==> src/rtl/sdram_burst_pkg.sv <==
package sdram_burst_pkg;

   localparam logic [2:0] LEN_CODE_1    = 3'b000;
   localparam logic [2:0] LEN_CODE_2    = 3'b001;
   localparam logic [2:0] LEN_CODE_4    = 3'b010;
   localparam logic [2:0] LEN_CODE_8    = 3'b011;
   localparam logic [2:0] LEN_CODE_FULL = 3'b111;

   localparam int ORDER_BIT   = 3;
   localparam int WSINGLE_BIT = 9;

   typedef struct packed {
      logic       wr_single;
      logic       interleave;
      logic [2:0] len_code;
   } burst_mode_t;

   localparam burst_mode_t MODE_RESET = '{wr_single: 1'b0, interleave: 1'b0, len_code: LEN_CODE_1};

endpackage

==> src/rtl/burst_mode_reg.sv <==
module burst_mode_reg
   import sdram_burst_pkg::*;
#(
   parameter int MODE_W = 10
) (
   input  logic              clk,
   input  logic              rst_n,
   input  logic              load_i,
   input  logic [MODE_W-1:0] bits_i,
   input  logic              busy_i,
   output burst_mode_t       mode_o,
   output logic              err_o
);

   generate
      if (MODE_W <= WSINGLE_BIT) begin : g_bad_width
         $error("burst_mode_reg: MODE_W must exceed the single-write bit index");
      end
   endgenerate

   burst_mode_t mode_q;
   logic        err_q;
   logic        take;

   logic unused_bits;
   assign unused_bits = ^bits_i;

   assign take = load_i && !busy_i;

   always_ff @(posedge clk or negedge rst_n) begin
      if (!rst_n) begin
         mode_q <= MODE_RESET;
         err_q  <= 1'b0;
      end else begin
         err_q <= load_i && busy_i;
         if (take) begin
            mode_q.len_code   <= bits_i[2:0];
            mode_q.interleave <= bits_i[ORDER_BIT];
            mode_q.wr_single  <= bits_i[WSINGLE_BIT];
         end
      end
   end

   assign mode_o = mode_q;
   assign err_o  = err_q;

   AST_MODE_ERR_PULSE: assert property (@(posedge clk) disable iff (!rst_n)
      (load_i && busy_i) |=> err_o);
   AST_MODE_HELD_BUSY: assert property (@(posedge clk) disable iff (!rst_n)
      (load_i && busy_i) |=> $stable(mode_q));

endmodule

==> src/rtl/burst_addr_calc.sv <==
module burst_addr_calc #(
   parameter int COL_W  = 8,
   parameter bit ILV_EN = 1'b1
) (
   input  logic [COL_W-1:0] base_i,
   input  logic [COL_W-1:0] idx_i,
   input  logic [COL_W-1:0] mask_i,
   input  logic             ilv_i,
   output logic [COL_W-1:0] addr_o
);

   logic [COL_W-1:0] seq_low;
   logic [COL_W-1:0] ilv_low;
   logic [COL_W-1:0] high_part;

   assign high_part = base_i & ~mask_i;
   assign seq_low   = (base_i + idx_i) & mask_i;

   generate
      if (ILV_EN) begin : g_ilv
         assign ilv_low = (base_i ^ idx_i) & mask_i;
         assign addr_o  = high_part | (ilv_i ? ilv_low : seq_low);
      end else begin : g_seq_only
         logic unused_ilv;
         assign unused_ilv = ilv_i;
         assign ilv_low    = seq_low;
         assign addr_o     = high_part | seq_low;
      end
   endgenerate

endmodule

==> src/rtl/burst_seq_ctrl.sv <==
module burst_seq_ctrl
   import sdram_burst_pkg::*;
#(
   parameter int COL_W  = 8,
   parameter bit FP_EN  = 1'b1,
   parameter bit ILV_EN = 1'b1
) (
   input  logic             clk,
   input  logic             rst_n,
   input  logic             cmd_rw_i,
   input  logic             cmd_write_i,
   input  logic             cmd_ap_i,
   input  logic [COL_W-1:0] cmd_col_i,
   input  logic             pre_i,
   input  burst_mode_t      mode_i,
   output logic             busy_o,
   output logic [COL_W-1:0] col_o,
   output logic             col_vld_o,
   output logic             done_o,
   output logic             reject_o
);

   localparam logic [COL_W-1:0] ZERO = '0;
   localparam logic [COL_W-1:0] ONES = '1;

   generate
      if (COL_W < 4 || COL_W > 16) begin : g_bad_col
         $error("burst_seq_ctrl: COL_W must lie in 4..16");
      end
   endgenerate

   logic             active_q, ap_q, fp_q, ilv_q;
   logic [COL_W-1:0] start_q, cnt_q, mask_q;
   logic [COL_W-1:0] col_q;
   logic             vld_q, done_q, rej_q;

   logic             mode_fp;
   logic [COL_W-1:0] mode_mask;
   logic             single_wr;
   logic             eff_fp, eff_ilv;
   logic [COL_W-1:0] eff_mask;
   logic             blocked, accept, pre_stop;
   logic [COL_W-1:0] calc_base, calc_idx, calc_mask, calc_addr;
   logic             calc_ilv;
   logic             first_last, beat_last;

   generate
      if (FP_EN) begin : g_fp
         assign mode_fp = (mode_i.len_code == LEN_CODE_FULL);
      end else begin : g_no_fp
         assign mode_fp = 1'b0;
      end
   endgenerate

   always_comb begin
      unique case (mode_i.len_code)
         LEN_CODE_2: mode_mask = COL_W'(1);
         LEN_CODE_4: mode_mask = COL_W'(3);
         LEN_CODE_8: mode_mask = COL_W'(7);
         default:    mode_mask = mode_fp ? ONES : ZERO;
      endcase
   end

   assign single_wr = cmd_write_i && mode_i.wr_single;
   assign eff_fp    = mode_fp && !single_wr;
   assign eff_mask  = single_wr ? ZERO : mode_mask;
   assign eff_ilv   = mode_i.interleave && !eff_fp;

   assign blocked  = active_q && ap_q;
   assign accept   = cmd_rw_i && !blocked;
   assign pre_stop = pre_i && active_q && !ap_q && !cmd_rw_i;

   assign calc_base = accept ? cmd_col_i : start_q;
   assign calc_idx  = accept ? ZERO      : cnt_q + COL_W'(1);
   assign calc_mask = accept ? eff_mask  : mask_q;
   assign calc_ilv  = accept ? eff_ilv   : ilv_q;

   burst_addr_calc #(
      .COL_W (COL_W),
      .ILV_EN(ILV_EN)
   ) addr_calc_i (
      .base_i(calc_base),
      .idx_i (calc_idx),
      .mask_i(calc_mask),
      .ilv_i (calc_ilv),
      .addr_o(calc_addr)
   );

   assign first_last = (eff_mask == ZERO) && !eff_fp;
   assign beat_last  = (calc_idx == mask_q) && !fp_q;

   always_ff @(posedge clk or negedge rst_n) begin
      if (!rst_n) begin
         active_q <= 1'b0;
         ap_q     <= 1'b0;
         fp_q     <= 1'b0;
         ilv_q    <= 1'b0;
         start_q  <= '0;
         cnt_q    <= '0;
         mask_q   <= '0;
         col_q    <= '0;
         vld_q    <= 1'b0;
         done_q   <= 1'b0;
         rej_q    <= 1'b0;
      end else begin
         rej_q <= blocked && (cmd_rw_i || pre_i);
         if (accept) begin
            start_q  <= cmd_col_i;
            cnt_q    <= '0;
            mask_q   <= eff_mask;
            fp_q     <= eff_fp;
            ilv_q    <= eff_ilv;
            ap_q     <= cmd_ap_i;
            col_q    <= calc_addr;
            vld_q    <= 1'b1;
            done_q   <= first_last;
            active_q <= !first_last;
         end else if (pre_stop) begin
            active_q <= 1'b0;
            vld_q    <= 1'b0;
            done_q   <= 1'b0;
         end else if (active_q) begin
            cnt_q    <= calc_idx;
            col_q    <= calc_addr;
            vld_q    <= 1'b1;
            done_q   <= beat_last;
            active_q <= !beat_last;
         end else begin
            vld_q  <= 1'b0;
            done_q <= 1'b0;
         end
      end
   end

   assign busy_o    = active_q;
   assign col_o     = col_q;
   assign col_vld_o = vld_q;
   assign done_o    = done_q;
   assign reject_o  = rej_q;

   AST_DONE_WITH_VALID: assert property (@(posedge clk) disable iff (!rst_n)
      done_o |-> col_vld_o);
   AST_CMD_STARTS_AT_COL: assert property (@(posedge clk) disable iff (!rst_n)
      accept |=> (col_vld_o && col_o == $past(cmd_col_i)));
   AST_PRE_DROPS_VALID: assert property (@(posedge clk) disable iff (!rst_n)
      pre_stop |=> (!col_vld_o && !done_o));
   AST_AP_REJECT: assert property (@(posedge clk) disable iff (!rst_n)
      (blocked && (cmd_rw_i || pre_i)) |=> (reject_o && col_vld_o));
   AST_FULLPAGE_STEP: assert property (@(posedge clk) disable iff (!rst_n)
      (active_q && fp_q && !cmd_rw_i && !pre_i)
         |=> (col_o == $past(col_o) + COL_W'(1) && !done_o));

endmodule

==> src/rtl/sdram_burst_colgen.sv <==
module sdram_burst_colgen
   import sdram_burst_pkg::*;
#(
   parameter int COL_W  = 8,
   parameter int MODE_W = 10,
   parameter bit FP_EN  = 1'b1,
   parameter bit ILV_EN = 1'b1
) (
   input  logic              clk,
   input  logic              rst_n,
   input  logic              mode_load_i,
   input  logic [MODE_W-1:0] mode_bits_i,
   input  logic              cmd_rw_i,
   input  logic              cmd_write_i,
   input  logic              cmd_ap_i,
   input  logic [COL_W-1:0]  cmd_col_i,
   input  logic              pre_i,
   output logic [COL_W-1:0]  col_o,
   output logic              col_vld_o,
   output logic              burst_done_o,
   output logic              cmd_reject_o,
   output logic              mode_err_o
);

   burst_mode_t mode;
   logic        busy;

   burst_mode_reg #(
      .MODE_W(MODE_W)
   ) mode_reg_i (
      .clk   (clk),
      .rst_n (rst_n),
      .load_i(mode_load_i),
      .bits_i(mode_bits_i),
      .busy_i(busy),
      .mode_o(mode),
      .err_o (mode_err_o)
   );

   burst_seq_ctrl #(
      .COL_W (COL_W),
      .FP_EN (FP_EN),
      .ILV_EN(ILV_EN)
   ) seq_ctrl_i (
      .clk        (clk),
      .rst_n      (rst_n),
      .cmd_rw_i   (cmd_rw_i),
      .cmd_write_i(cmd_write_i),
      .cmd_ap_i   (cmd_ap_i),
      .cmd_col_i  (cmd_col_i),
      .pre_i      (pre_i),
      .mode_i     (mode),
      .busy_o     (busy),
      .col_o      (col_o),
      .col_vld_o  (col_vld_o),
      .done_o     (burst_done_o),
      .reject_o   (cmd_reject_o)
   );

endmodule

==> config.mk <==
export PLATFORM = sky130hd
export DESIGN_NAME = sdram_burst_colgen
export DESIGN_NICKNAME = d
export VERILOG_FILES = /design/src/rtl/sdram_burst_pkg.sv /design/src/rtl/burst_mode_reg.sv /design/src/rtl/burst_addr_calc.sv /design/src/rtl/burst_seq_ctrl.sv /design/src/rtl/sdram_burst_colgen.sv
export SDC_FILE = /design/constraint.sdc
export NUM_CORES = 1
export LEC_CHECK = 0
export BUFFER_PORTS_ARGS = -buffer_cell sky130_fd_sc_hd__buf_2
export CAP_MARGIN = 25
export CORE_MARGIN = 2
export CORE_UTILIZATION = 55
export DETAILED_ROUTE_END_ITERATION = 16
export PLACE_DENSITY = 0.84
export SETUP_SLACK_MARGIN = 0.05
export SYNTH_ARGS = -nofsm -noshare
export SYNTH_HDL_FRONTEND = slang
export SYNTH_SLANG_ARGS = --single-unit
==> constraint.sdc <==
create_clock -name clk -period 3.8 [get_ports clk]
set_clock_uncertainty 0.2 [all_clocks]
set_input_delay 0.57 -clock clk [delete_from_list [all_inputs] [get_ports clk]]
set_output_delay 0.57 -clock clk [all_outputs]
set_load 0.01 [all_outputs]
==> impl_metrics.env, run 1 <==
export IMPL_postSynth_asyncResetShare_pct=100.0
export IMPL_die_w_um=72.54
export IMPL_yosys_area_top_type="dfrtp_1"
export IMPL_grt_max_degree=46
export IMPL_power_density_nw_per_um2=707.1
export IMPL_r2r_cells=11
export IMPL_finalHoldViolCount=0
export IMPL_synth_top_area_share_pct=43.58
export IMPL_finalWirelength_um=5580
export IMPL_drv_cap=0
export IMPL_io_pin_count=37
export IMPL_num_rows=24
export IMPL_viasPerCell=5.776
export IMPL_drive_above_1_share_pct=20.00
export IMPL_post_route_min_period_ns=3.168
export IMPL_synth_area_leaders="dfrtp_1, nand2_1, ha_1"
export IMPL_cp_start_kind="register"
export IMPL_synth_flop_cell="dfrtp_1"
export IMPL_cts_resized=0
export IMPL_globalplace_congestion=0.8620
export IMPL_syn_area_per_cell_sq_um=9.294
export IMPL_drv_slew=0
export IMPL_rsz0062_at_grt="false"
export IMPL_first_global_vias=2027
export IMPL_setup_ws_ns=0.6316
export IMPL_clk_path_buf_depth=2
export IMPL_synth_cells=278
export IMPL_fin_tns_setup_ns=0
export IMPL_whs_path_depth=3
export IMPL_clk_pin_slew_ns=0.09
export IMPL_post_route_period_util_pct=83.38
export IMPL_drc_errors=0
export IMPL_syn_area_sq_um=2584
export IMPL_root_buffer="clkbuf_8"
export IMPL_synth_seq_cells=45
export IMPL_cts_inserted_buffers=5
export IMPL_p_total_mw=2.033
export IMPL_end_kind="register"
export IMPL_grt_use_total_pct=23.53
export IMPL_layout_nets=343
export IMPL_hp_class="input port to register"
export IMPL_cts_tree="done"
export IMPL_ys_seq_area_share_pct=43.58
export IMPL_leakage_nw=1.357
export IMPL_tightestPinTransition_ns=0.5746
export IMPL_max_slew_margin_pct=61.45
export IMPL_whs_ns=0.2714
export IMPL_antenna_cells=0
export IMPL_syn2layout_area_growth_pct=11.28
export IMPL_dp_slack_ns=0.4823
export IMPL_crit_type="register to register"
export IMPL_grt_pass1_wl_um=9501
export IMPL_critPathMaxFanout=10
export IMPL_max_freq_mhz=315.6
export IMPL_dp_final_hpwl_um=3904
export IMPL_wl_per_cell_um=15.41
export IMPL_status="finished clean"
export IMPL_synth_warnings=0
export IMPL_die_area_sq_um=5262
export IMPL_ys_types=60
export IMPL_drt_iter0_markers=114
export IMPL_synth_edf_count=0
export IMPL_port_buffers=31
export IMPL_clkLatencyLatePin_ns=0.31
export IMPL_initial_core_util_pct=58.14
export IMPL_drtPass1Iterations=4
export IMPL_final_core_util_pct=64.70
export IMPL_htree_levels=2
export IMPL_vias=2091
export IMPL_ir_drop_v=0.0004514
export IMPL_arrival_ns=3.16
export IMPL_cp_required_ns=3.79
export IMPL_clkSinkCount=45
export IMPL_overflow=0
export IMPL_drtAntennaViolNets=0
export IMPL_setup_viol=0
export IMPL_syn_num_nets=312
export IMPL_dieHeight_um=72.54
export IMPL_grt_antenna_before_repair=0
export IMPL_coreArea_sq_um=4444
-- flip-flops by register name, indices dropped and copies added, names as in the netlist --
signal and count:
mode_reg_i.err_o 1, mode_reg_i.mode_o 5, seq_ctrl_i.ap_q 1, seq_ctrl_i.busy_o 1, seq_ctrl_i.cnt_q 8, seq_ctrl_i.col_o 8
seq_ctrl_i.col_vld_o 1, seq_ctrl_i.done_o 1, seq_ctrl_i.fp_q 1, seq_ctrl_i.ilv_q 1, seq_ctrl_i.mask_q 8, seq_ctrl_i.reject_o 1
seq_ctrl_i.start_q 8
-- cell families after synthesis --
logic type / count (synthesis) / synth area share [%]
DFF: 45 / 43.58
AOI/OAI and AO/OA: 66 / 17.05
and+or+nand+nor: 113 / 21.60
xor gates and xnor gates: 12 / 4.940
muxes: 9 / 3.680
adders and majority gates: 9 / 4.649
buffers and inverters: 24 / 4.503
-- cells in the final DEF, fill, tap and decap left out, drive strengths merged, types with 4 or more instances in the layout --
master	count
a21boi	4
a21oi	16
a311oi	4
buf	36
clkbuf	5
dfrtp	45
ha	8
inv	10
mux2	4
mux2i	5
nand2	61
nand2b	4
nand3	8
nor2	11
nor2b	4
nor3	7
o211ai	4
o21ai	19
xnor2	9
-- critical path, cell delays in order (launching register included) --
cell and delay, ns:
dfrtp_1 0.51, ha_1 0.31, xnor2_1 0.24, or2_2 0.18, inv_1 0.06, ha_1 0.34
nand3_1 0.11, a21boi_0 0.26, o211ai_1 0.12, a311oi_1 0.42, a21boi_1 0.22, nor3_1 0.07
-- metal layers --
metal	vias up	share of wire [%]	global-route usage [%]
met3	8	4.3	4.028
met4	0	1.8	10.08
li1	1030	-	-
met1	1008	46	32.54
met5	-	0	0
met2	45	48	36.77
-- worst paths after layout --
kind / slack [ns] / from / to
hold reg to reg: 0.29 / seq_ctrl_i.fp_q / seq_ctrl_i.fp_q
setup / recovery: 0.63 / seq_ctrl_i.cnt_q[0] / seq_ctrl_i.col_o[7]
setup reg to reg: 0.63 / seq_ctrl_i.cnt_q[0] / seq_ctrl_i.col_o[7]
hold / removal: 0.27 / mode_bits_i[2] / mode_reg_i.mode_o[2]
max in group asynchronous: 2.54 / rst_n / seq_ctrl_i.col_o[4]
min in group asynchronous: 0.43 / rst_n / seq_ctrl_i.col_o[2]
-- Yosys cell counts (all sizes together), types with 2 or more instances --
master,count
nand2,61
dfrtp,45
o21ai,19
a21oi,16
nor2,11
inv,10
xnor2,9
buf,8
ha,8
nand3,8
nor3,7
clkbuf,5
mux2i,5
a21boi,4
a311oi,4
mux2,4
nand2b,4
nor2b,4
o211ai,4
a31oi,3
and2,3
and3,3
o31ai,3
nand3b,2
nand4,2
o21a,2
xor2,2
-- per-stage QoR --
step | cells | cell area [sq um]
after floorplan | 278 | 2584
after global placement | 352 | 2759
after detailed placement | 352 | 2759
after CTS | 360 | 2845
after global routing | 362 | 2875
final | 362 | 2875
-- report_power, final --
group	internal (mW)	switching, mW
Combinational	0.395	0.540
Sequential	0.658	0.141
Clock	0.127	0.173
Total	1.18	0.854
-- layout make-up --
class / instances / area [sq um]
clock buffers: 5 / 68.82
clock inverters: 3 / 17.52
fillers: 359 / 1569
inverters: 11 / 41.29
multi-input cells: 209 / 1341
flip-flops and latches: 45 / 1126
well taps: 52 / 65.06
repair buffers: 37 / 215.2
-- what timing repair did --
action	CTS	global route
hold buffers	0	1
hold endpoints to repair	0	5
setup buffers	0	0
(Power assumes the default switching activity.)
==> inputs of run 2 (changes only) <==
==> constraint.sdc (replaced) <==
create_clock -name clk -period 3.3 [get_ports clk]
set_clock_uncertainty 0.2 [all_clocks]
set_input_delay 0.495 -clock clk [delete_from_list [all_inputs] [get_ports clk]]
set_output_delay 0.495 -clock clk [all_outputs]
set_load 0.01 [all_outputs]
==> impl_metrics.env, run 2 (same netlist as run 1, synthesis figures left out) <==
export IMPL_vias=2160
export IMPL_arrival_ns=3.03
export IMPL_finalWirelength_um=5790
export IMPL_wl_per_cell_um=15.73
export IMPL_htree_levels=2
export IMPL_io_pin_count=37
export IMPL_ir_drop_v=0.0005638
export IMPL_clk_path_buf_depth=2
export IMPL_placed_cell_area_sq_um=2804
export IMPL_num_rows=24
export IMPL_drc_errors=0
export IMPL_finalHoldViolCount=0
export IMPL_cts_tree="done"
export IMPL_cp_start_kind="register"
export IMPL_final_cell_mix="nand2_1, dfrtp_1, buf_2"
export IMPL_leakage_nw=1.385
export IMPL_mostFrequentLayoutCell="nand2_1"
export IMPL_stdcell_area_sq_um=2932
export IMPL_drv_slew=0
export IMPL_max_slew_margin_pct=64.49
export IMPL_met3_length_um=309
export IMPL_die_area_sq_um=5262
export IMPL_internal_power_mw=1.391
export IMPL_clock_power_share_pct=14.1
export IMPL_grt_use_total_pct=24.12
export IMPL_hold_start="mode_bits_i[2]"
export IMPL_power_density_nw_per_um2=813.2
export IMPL_p_sw_mw=0.9933
export IMPL_met2_length_um=2884
export IMPL_end_kind="register"
export IMPL_wl_met1_um=2513
export IMPL_r2r_setup_slack_ns=0.25
export IMPL_grt_pass1_wl_um=9784
export IMPL_coreArea_sq_um=4444
export IMPL_root_buffer="clkbuf_8"
export IMPL_globalplace_congestion=0.8900
export IMPL_first_global_vias=2146
export IMPL_post_route_period_util_pct=92.33
export IMPL_drt_iter0_markers=186
export IMPL_cp_required_ns=3.29
export IMPL_grt_antenna_before_repair=0
export IMPL_hp_class="input port to register"
export IMPL_setup_viol=0
export IMPL_timing_rr_end="seq_ctrl_i.col_o[7]"
export IMPL_initial_core_util_pct=58.14
export IMPL_cts_inserted_buffers=5
export IMPL_drtPass1Iterations=4
export IMPL_clk_pin_slew_ns=0.09
export IMPL_port_buffers=31
export IMPL_whs_ns=0.2036
export IMPL_die_w_um=72.54
export IMPL_holdPathEnd="mode_reg_i.mode_o[2]"
export IMPL_viasPerCell=5.870
export IMPL_comb_power_share_pct=47.6
export IMPL_dieHeight_um=72.54
export IMPL_rr_startpoint="seq_ctrl_i.cnt_q[1]"
export IMPL_drive_above_1_share_pct=21.20
export IMPL_fill_cells=373
export IMPL_critPathMaxFanout=6
export IMPL_power_frac_seq_pct=38.3
export IMPL_antenna_cells=0
export IMPL_r2r_cells=11
export IMPL_max_freq_mhz=328.2
export IMPL_whs_path_depth=3
export IMPL_drv_cap=0
export IMPL_drtAntennaViolNets=0
export IMPL_rsz0062_at_grt="false"
export IMPL_crit_type="register to register"
export IMPL_fin_tns_setup_ns=0
export IMPL_overflow=0
export IMPL_top_layer_used="met4"
export IMPL_grt_max_degree=46
export IMPL_clkSinkCount=45
export IMPL_syn2layout_area_growth_pct=13.46
export IMPL_dp_final_hpwl_um=4157
export IMPL_layout_nets=349
export IMPL_status="finished clean"
export IMPL_tightestPinTransition_ns=0.5326
export IMPL_post_cts_buffers=0
export IMPL_switching_share_pct=41.67
export IMPL_post_route_min_period_ns=3.047
export IMPL_clkLatencyLatePin_ns=0.30
run 2: worst max-delay path by stage:
stage | cells after the start | start | endpoint | slack [ns]
detailed placement | 11 | cmd_rw_i | seq_ctrl_i.col_o[7] | 0.15
floorplan | 12 | cmd_rw_i | seq_ctrl_i.col_o[7] | 0.29
global route | 11 | seq_ctrl_i.cnt_q[1] | seq_ctrl_i.col_o[7] | 0.11
global placement | 11 | cmd_rw_i | seq_ctrl_i.col_o[7] | 0.23
CTS | 11 | seq_ctrl_i.cnt_q[1] | seq_ctrl_i.col_o[7] | 0.26
finish | 11 | seq_ctrl_i.cnt_q[1] | seq_ctrl_i.col_o[7] | 0.25
run 2: repair_timing:
item / in CTS / in global routing
endpoints found under the setup margin: 0 / 1
hold buffers: 0 / 1
resized for setup: 0 / 1
hold endpoints to repair: 0 / 19
run 2: final cells by class:
type / count / area, sq um / share of cell area, %
Tap cell: 52 / 65.06 / 2.219
Multi-Input combinational cell: 209 / 1348 / 45.97
Timing Repair Buffer: 43 / 267.8 / 9.134
Clock inverter: 1 / 7.507 / 0.2561
Sequential cell: 45 / 1126 / 38.41
Clock buffer: 7 / 76.32 / 2.604
Inverter: 11 / 41.29 / 1.408
run 2: power by group through the flow:
stage          Clock, mW  Sequential (mW)  Combinational (mW)
2_1_floorplan          0            0.904               0.800
3_3_place_gp           0            0.903                1.07
3_5_place_dp           0            0.918                1.12
4_1_cts            0.341            0.910                1.13
5_1_grt            0.364            0.938                1.27
6_report           0.337            0.912                1.13
run 2: worst max-delay path: stages (launching register included):
cell	delay, ns
dfrtp_1	0.46
ha_1	0.27
xnor2_1	0.20
or2_2	0.17
inv_1	0.06
ha_1	0.33
nand3_1	0.11
a21boi_0	0.34
o211ai_1	0.16
a311oi_2	0.33
a21boi_1	0.22
nor3_1	0.07
run 2: stage by stage:
stage          power (mW)  util, %  instances  worst slack, ns
2_1_floorplan       1.704        -        278           0.2868
6_report            2.384    65.96        368           0.2531
4_1_cts             2.378    64.98        366           0.2588
5_1_grt             2.570    65.96        368           0.1092
3_5_place_dp        2.035    63.09        358           0.1456
3_3_place_gp        1.975    63.09        358           0.2258
run 2: routing by layer:
| layer | vias up | global-route usage, % |
|---|---|---|
| met1 | 1040 | 31.20 |
| met5 | - | 0 |
| met2 | 61 | 40.00 |
| met4 | 0 | 9.259 |
| met3 | 9 | 4.861 |
| li1 | 1050 | - |
